`src/rtl/sio_stat_pkg.sv`:
```
package sio_stat_pkg;
    localparam int unsigned CHAR_W = 8;
    localparam int unsigned STAT_W = 8;
    localparam int unsigned TAG_N  = 3;

    localparam int unsigned B_DR   = 0;
    localparam int unsigned B_OVR  = 1;
    localparam int unsigned B_PAR  = 2;
    localparam int unsigned B_STP  = 3;
    localparam int unsigned B_SIL  = 4;
    localparam int unsigned B_TBE  = 5;
    localparam int unsigned B_TSE  = 6;
    localparam int unsigned B_SUM  = 7;

    typedef struct packed {
        logic [TAG_N-1:0]  tags;   // {silent, stop, parity}
        logic [CHAR_W-1:0] data;
    } rx_entry_t;

    typedef enum logic {HOLD_EMPTY, HOLD_FULL} hold_state_t;
    typedef enum logic {SUM_CLEAN, SUM_PENDING} sum_state_t;
endpackage

```
`src/rtl/sio_rx_fifo.sv`:
```
module sio_rx_fifo
    import sio_stat_pkg::*;
#(
    parameter int unsigned DEPTH = 16
) (
    input  logic      clk,
    input  logic      rst_n,
    input  logic      push_req,
    input  rx_entry_t push_entry,
    input  logic      pop_req,
    output rx_entry_t head,
    output logic      not_empty,
    output logic      overrun_evt,
    output logic      tagged_push,
    output logic      tagged_any
);
    localparam int unsigned AW = (DEPTH > 1) ? $clog2(DEPTH) : 1;
    localparam int unsigned CW = $clog2(DEPTH + 1);
    localparam logic [AW-1:0] LAST = AW'(DEPTH - 1);
    localparam logic [CW-1:0] FULLV = CW'(DEPTH);

    rx_entry_t         mem [DEPTH];
    logic [AW-1:0]     wr_ptr, rd_ptr;
    logic [CW-1:0]     count, tag_cnt;
    logic              full, do_push, do_pop, head_tagged;

    assign full        = (count == FULLV);
    assign not_empty   = (count != '0);
    assign do_push     = push_req && !full;
    assign do_pop      = pop_req && not_empty;
    assign head        = mem[rd_ptr];
    assign head_tagged = do_pop && (head.tags != '0);
    assign overrun_evt = push_req && full;
    assign tagged_push = do_push && (push_entry.tags != '0);
    assign tagged_any  = (tag_cnt != '0);

    always_ff @(posedge clk) begin
        if (do_push) mem[wr_ptr] <= push_entry;
    end

    always_ff @(posedge clk) begin
        if (!rst_n) begin
            wr_ptr  <= '0;
            rd_ptr  <= '0;
            count   <= '0;
            tag_cnt <= '0;
        end else begin
            if (do_push) wr_ptr <= (wr_ptr == LAST) ? '0 : wr_ptr + 1'b1;
            if (do_pop)  rd_ptr <= (rd_ptr == LAST) ? '0 : rd_ptr + 1'b1;
            unique case ({do_push, do_pop})
                2'b10:   count <= count + 1'b1;
                2'b01:   count <= count - 1'b1;
                default: count <= count;
            endcase
            unique case ({tagged_push, head_tagged})
                2'b10:   tag_cnt <= tag_cnt + 1'b1;
                2'b01:   tag_cnt <= tag_cnt - 1'b1;
                default: tag_cnt <= tag_cnt;
            endcase
        end
    end
endmodule

```
`src/rtl/sio_rx_flags.sv`:
```
module sio_rx_flags
    import sio_stat_pkg::*;
(
    input  logic             clk,
    input  logic             rst_n,
    input  logic             rx_vld,
    input  logic [TAG_N-1:0] rx_tags,
    input  logic             overrun_evt,
    input  logic             stat_rd,
    input  logic             tagged_push,
    input  logic             tagged_any,
    output logic [TAG_N-1:0] err_flags,
    output logic             ovr_flag,
    output logic             sum_flag
);
    sum_state_t sum_q, sum_d;

    for (genvar g = 0; g < TAG_N; g++) begin : g_err
        always_ff @(posedge clk) begin
            if (!rst_n)                  err_flags[g] <= 1'b0;
            else if (rx_vld && rx_tags[g]) err_flags[g] <= 1'b1;
            else if (stat_rd)            err_flags[g] <= 1'b0;
        end
    end

    always_ff @(posedge clk) begin
        if (!rst_n)           ovr_flag <= 1'b0;
        else if (overrun_evt) ovr_flag <= 1'b1;
        else if (stat_rd)     ovr_flag <= 1'b0;
    end

    always_ff @(posedge clk) begin
        if (!rst_n) sum_q <= SUM_CLEAN;
        else        sum_q <= sum_d;
    end

    always_comb begin
        sum_d = sum_q;
        unique case (sum_q)
            SUM_CLEAN:   if (tagged_push) sum_d = SUM_PENDING;
            SUM_PENDING: if (stat_rd && !tagged_any && !tagged_push) sum_d = SUM_CLEAN;
            default:     sum_d = SUM_CLEAN;
        endcase
    end

    always_comb begin
        sum_flag = (sum_q == SUM_PENDING);
    end
endmodule

```
`src/rtl/sio_tx_hold.sv`:
```
module sio_tx_hold
    import sio_stat_pkg::*;
(
    input  logic clk,
    input  logic rst_n,
    input  logic tx_wr,
    input  logic tx_xfer,
    input  logic tx_fifo_empty,
    input  logic tx_shift_idle,
    output logic hold_empty,
    output logic all_empty
);
    hold_state_t st_q, st_d;

    always_ff @(posedge clk) begin
        if (!rst_n) begin
            st_q      <= HOLD_EMPTY;
            all_empty <= 1'b1;
        end else begin
            st_q      <= st_d;
            all_empty <= tx_fifo_empty && tx_shift_idle;
        end
    end

    always_comb begin
        st_d = st_q;
        unique case (st_q)
            HOLD_EMPTY: if (tx_wr && !tx_xfer) st_d = HOLD_FULL;
            HOLD_FULL:  if (tx_xfer) st_d = HOLD_EMPTY;
            default:    st_d = HOLD_EMPTY;
        endcase
    end

    always_comb begin
        hold_empty = (st_q == HOLD_EMPTY);
    end
endmodule

```
`src/rtl/sio_status_tracker.sv`:
```
module sio_status_tracker
    import sio_stat_pkg::*;
#(
    parameter int unsigned DEPTH = 16
) (
    input  logic              clk,
    input  logic              rst_n,
    input  logic              rx_char_vld,
    input  logic [CHAR_W-1:0] rx_char,
    input  logic              rx_par_err,
    input  logic              rx_stop_err,
    input  logic              rx_silent,
    input  logic              rx_pop,
    output logic [CHAR_W-1:0] rx_data,
    input  logic              stat_rd,
    output logic [STAT_W-1:0] status,
    input  logic              tx_wr,
    input  logic              tx_xfer,
    input  logic              tx_fifo_empty,
    input  logic              tx_shift_idle,
    input  logic              tx_irq_en,
    output logic              tx_irq
);
    rx_entry_t         in_entry, head;
    logic              not_empty, overrun_evt, tagged_push, tagged_any;
    logic [TAG_N-1:0]  err_flags;
    logic              ovr_flag, sum_flag, hold_empty, all_empty;

    assign in_entry.data = rx_char;
    assign in_entry.tags = {rx_silent, rx_stop_err, rx_par_err};

    sio_rx_fifo #(.DEPTH(DEPTH)) u_fifo (
        .clk(clk), .rst_n(rst_n),
        .push_req(rx_char_vld), .push_entry(in_entry), .pop_req(rx_pop),
        .head(head), .not_empty(not_empty), .overrun_evt(overrun_evt),
        .tagged_push(tagged_push), .tagged_any(tagged_any)
    );

    sio_rx_flags u_flags (
        .clk(clk), .rst_n(rst_n),
        .rx_vld(rx_char_vld), .rx_tags(in_entry.tags),
        .overrun_evt(overrun_evt), .stat_rd(stat_rd),
        .tagged_push(tagged_push), .tagged_any(tagged_any),
        .err_flags(err_flags), .ovr_flag(ovr_flag), .sum_flag(sum_flag)
    );

    sio_tx_hold u_tx (
        .clk(clk), .rst_n(rst_n),
        .tx_wr(tx_wr), .tx_xfer(tx_xfer),
        .tx_fifo_empty(tx_fifo_empty), .tx_shift_idle(tx_shift_idle),
        .hold_empty(hold_empty), .all_empty(all_empty)
    );

    always_comb begin
        status        = '0;
        status[B_DR]  = not_empty;
        status[B_OVR] = ovr_flag;
        status[B_PAR] = err_flags[0];
        status[B_STP] = err_flags[1];
        status[B_SIL] = err_flags[2];
        status[B_TBE] = hold_empty;
        status[B_TSE] = all_empty;
        status[B_SUM] = sum_flag;
        rx_data       = head.data;
        tx_irq        = hold_empty && tx_irq_en;
    end
endmodule

```
`config.mk`:
```
export PLATFORM = sky130hd
export DESIGN_NAME = sio_status_tracker
export DESIGN_NICKNAME = d
export VERILOG_FILES = /design/src/rtl/sio_stat_pkg.sv /design/src/rtl/sio_rx_fifo.sv /design/src/rtl/sio_rx_flags.sv /design/src/rtl/sio_tx_hold.sv /design/src/rtl/sio_status_tracker.sv
export SDC_FILE = /design/constraint.sdc
export NUM_CORES = 1
export LEC_CHECK = 0
export CORE_ASPECT_RATIO = 1.2
export CORE_UTILIZATION = 56
export CTS_BUF_LIST = sky130_fd_sc_hd__clkbuf_8
export DETAILED_ROUTE_END_ITERATION = 10
export GPL_TIMING_DRIVEN = 0
export PLACE_DENSITY = 0.83
export SLEW_MARGIN = 20
export SYNTH_ARGS = -nofsm -noshare
export SYNTH_HDL_FRONTEND = slang
export SYNTH_SLANG_ARGS = --single-unit
```
`constraint.sdc`:
```
create_clock -name clk -period 3.9 [get_ports clk]
set_input_delay 0.39 -clock clk [delete_from_list [all_inputs] [get_ports clk]]
set_output_delay 0.39 -clock clk [all_outputs]
set_load 0.005 [all_outputs]
```
==> flow_metrics.tcl <==
set metrics [dict create \
    status "finished with violations" \
    violations "DRC" \
    critPathMaxStageDelay_ps 650 \
    grt_pass1_vias 4568 \
    leakage_nw 3.03 \
    wl_per_cell_um 22.5 \
    period_share_pct 94.5 \
    dieWidth_um 111 \
    max_cap_violations 0 \
    period_needed_ps 3680 \
    areaGrowthSynthToFinish_pct 15.2 \
    tightest_slew_ps 849 \
    fin_area_mm2 0.00925 \
    synth.largest_area_cell "edfxtp_1" \
    netlist_instances 446 \
    clock-sinks 205 \
    root_buffer "clkbuf_8" \
    dp_cells 658 \
    drtAntennaViolNets 0 \
    overflow 0 \
    crit_family "buffers and inverters" \
    ys_seq_area_share_pct 73.0 \
    crit_chain "buf_2 > clkbuf_1 > mux4_2 > mux4_2 > clkdlybuf4s50_1" \
    worstSetupEndpointType "primary output" \
    fin_skew_ps 10.2 \
    postPlaceCellArea_mm2 0.00869 \
    grt_pass1_wl_um 25300 \
    synth_area_mm2 0.00803 \
    async_flop_share_pct 0 \
    post_route_cells_drive_above_1_share_pct 21.4 \
    pre_cts_ws_ps -68.1 \
    core_area_mm2 0.0139 \
    start_util_pct 57.9 \
    antenna-diode-count 0 \
    fin_ws_ps 216 \
    clk_path_buf_depth 3 \
    worst_hold_startpoint "tx_shift_idle" \
    multiInputGateArea_mm2 0.00203 \
    fillCellCount 917 \
    fin_util_pct 66.7 \
    numCtsBuffers 30 \
    cts_tree "done" \
    synth.net_count 482 \
    crit_fanout 15 \
    nets 554 \
    slew_violations 0 \
    die-area_mm2 0.0148 \
    clkSlewWorstSetupHoldPaths_ps 60 \
    slew_headroom_pct 43.3 \
    dpl.hpwl_um 10200 \
    cts_setup_buffers 0 \
    setup_violations 0 \
    synth_area_leaders "edfxtp_1, mux4_2, dfxtp_1, ha_1, nand2_1" \
    hp-class "input port to flop" \
    ios 38 \
    syn_area_per_cell_um2 18.0 \
    finalWirelength_um 16000 \
    first_iter_violations 330 \
    hold_buffers 0 \
    antenna_found_initial 0 \
    whs_path_depth 3 \
    first_pass_iters 8 \
    worst_hold_slack_ps 389 \
    fmax_mhz 271 \
    chipHeight_um 133 \
    cp_common_cell "mux4_2" \
    final_cells 712 \
    crit_path_top_delay_cell "clkbuf_1" \
    cp.depth 5 \
    crit_path_start_kind "flop" \
    worst_ep_required_time_ps 3510 \
    synth_top_area_share_pct 65.8 \
    ys_ff_latch 205 \
    seqCellArea_mm2 0.00587 \
    via_per_inst 5.96 \
    port_buffers 37 \
    vdd_drop_max_mv 0.466 \
    synth_flop_cell "edfxtp_1" \
    rr_worst_depth 14 \
    synth_edf_count 176 \
    drc 8 \
    finalHoldViolations 0 \
    final.setup.tns_ps 0 \
    total_power_mw 5.40 \
    path_class "flop to primary output" \
    place_congestion 0.787 \
    arrival_ps 3290 \
    clock_latency_ps 550 \
    power.density_mw_per_mm2 583 \
    yosysWarnings 0 \
    grt_usage_pct 23.0 \
    row_count 47 \
    cts.htree.levels 1 \
    grt_max_degree 19 \
    synth_cell_types 47 \
    critical_path.n_buffers_inverters 3 \
    routed-via-count 4247 \
    rsz0062_at_grt "false" \
]
-- cells in the mapped netlist, drive strengths merged (3+ instances only) --
library cell and instances:
a21boi 7, nand2 26, o31ai 3, nor4 9
nor3 7, nor2 17, edfxtp 176, xor2 4
nor4b 4, ha 13, a22oi 3, dfxtp 29
inv 15, nor2b 8, or4 5, clkbuf 10
xnor2 4, o21ai 10, and2 10, buf 13
mux4 40, a21oi 9
-- tightest hold or removal path, stage by stage --
cell             delay, ps
clkdlybuf4s50_1        400
nand2_1                 60
nand2_1                 40
-- sequential cells by signal, summed over array words and instances, names as in the netlist, named ones only --
register and cells:
u_flags.ovr_flag 1, u_fifo.wr_ptr 4, u_fifo.tag_cnt 5, u_flags.err_flags 3
u_fifo.count 5, u_tx.st_q 1, u_flags.sum_flag 1, u_fifo.rd_ptr 4
u_fifo.mem 176, u_tx.all_empty 1
-- placed cells by master (no fill, tap or decap), drive strengths merged, types with 13 or more instances in the layout --
cell type / count
edfxtp: 176
clkbuf: 44
mux4: 40
clkdlybuf4s50: 37
dfxtp: 29
inv: 27
nand2: 26
nor2: 17
buf: 16
ha: 13
-- repair_timing --
item / CTS / global route
gates cloned: 0 / 0
setup endpoints to repair: 1 / 1
resized for setup: 0 / 6
-- area by class of cell --
cell class | instances | area share (%)
clock inverters | 21 | 0.920
repair buffers | 41 | 4.37
flip-flops and latches | 205 | 63.4
inverters | 15 | 0.609
clock buffers | 34 | 5.06
plain buffers | 22 | 1.37
well taps | 171 | 2.31
multi-input cells | 203 | 22.0
-- routing by layer --
layer,track usage (%),part of all wire [%],vias to the layer above
met3,3.96,5.1,35
li1,-,-,1912
met4,9.98,3.3,0
met1,28.6,40,2139
met2,40.1,52,161
met5,0,0,-
-- cells by family (layout without fill, tap and decap cells) --
logic type | Yosys count | after routing | synth area share [%]
AO/OA/AOI/OAI | 44 | 44 | 3.63
XOR/XNOR | 8 | 8 | 0.872
adder cells (fa/ha/maj) | 15 | 15 | 2.52
buffers and inverters | 38 | 133 | 2.26
flip-flops | 205 | 205 | 73.0
multiplexers | 41 | 41 | 11.3
AND/OR/NAND/NOR | 95 | 95 | 6.33
-- report_power, final --
| group | leakage (nW) | switching (mW) | internal (mW) | total, mW |
|---|---|---|---|---|
| Clock | 0.334 | 0.769 | 0.793 | 1.56 |
| Sequential | 1.83 | 0.0722 | 2.49 | 2.56 |
| Combinational | 0.870 | 0.613 | 0.659 | 1.27 |
-- path summary, 6_finish.rpt --
path                                    end  slack (ps)
max                              rx_data[7]         220
max reg2reg  u_fifo.tag_cnt[4]$_SDFFE_PN0P_         290
min               u_tx.all_empty$_SDFF_PN1_         390
min reg2reg  u_fifo.tag_cnt[4]$_SDFFE_PN0P_         500
Note: power is estimated with default switching activity, not from simulation.
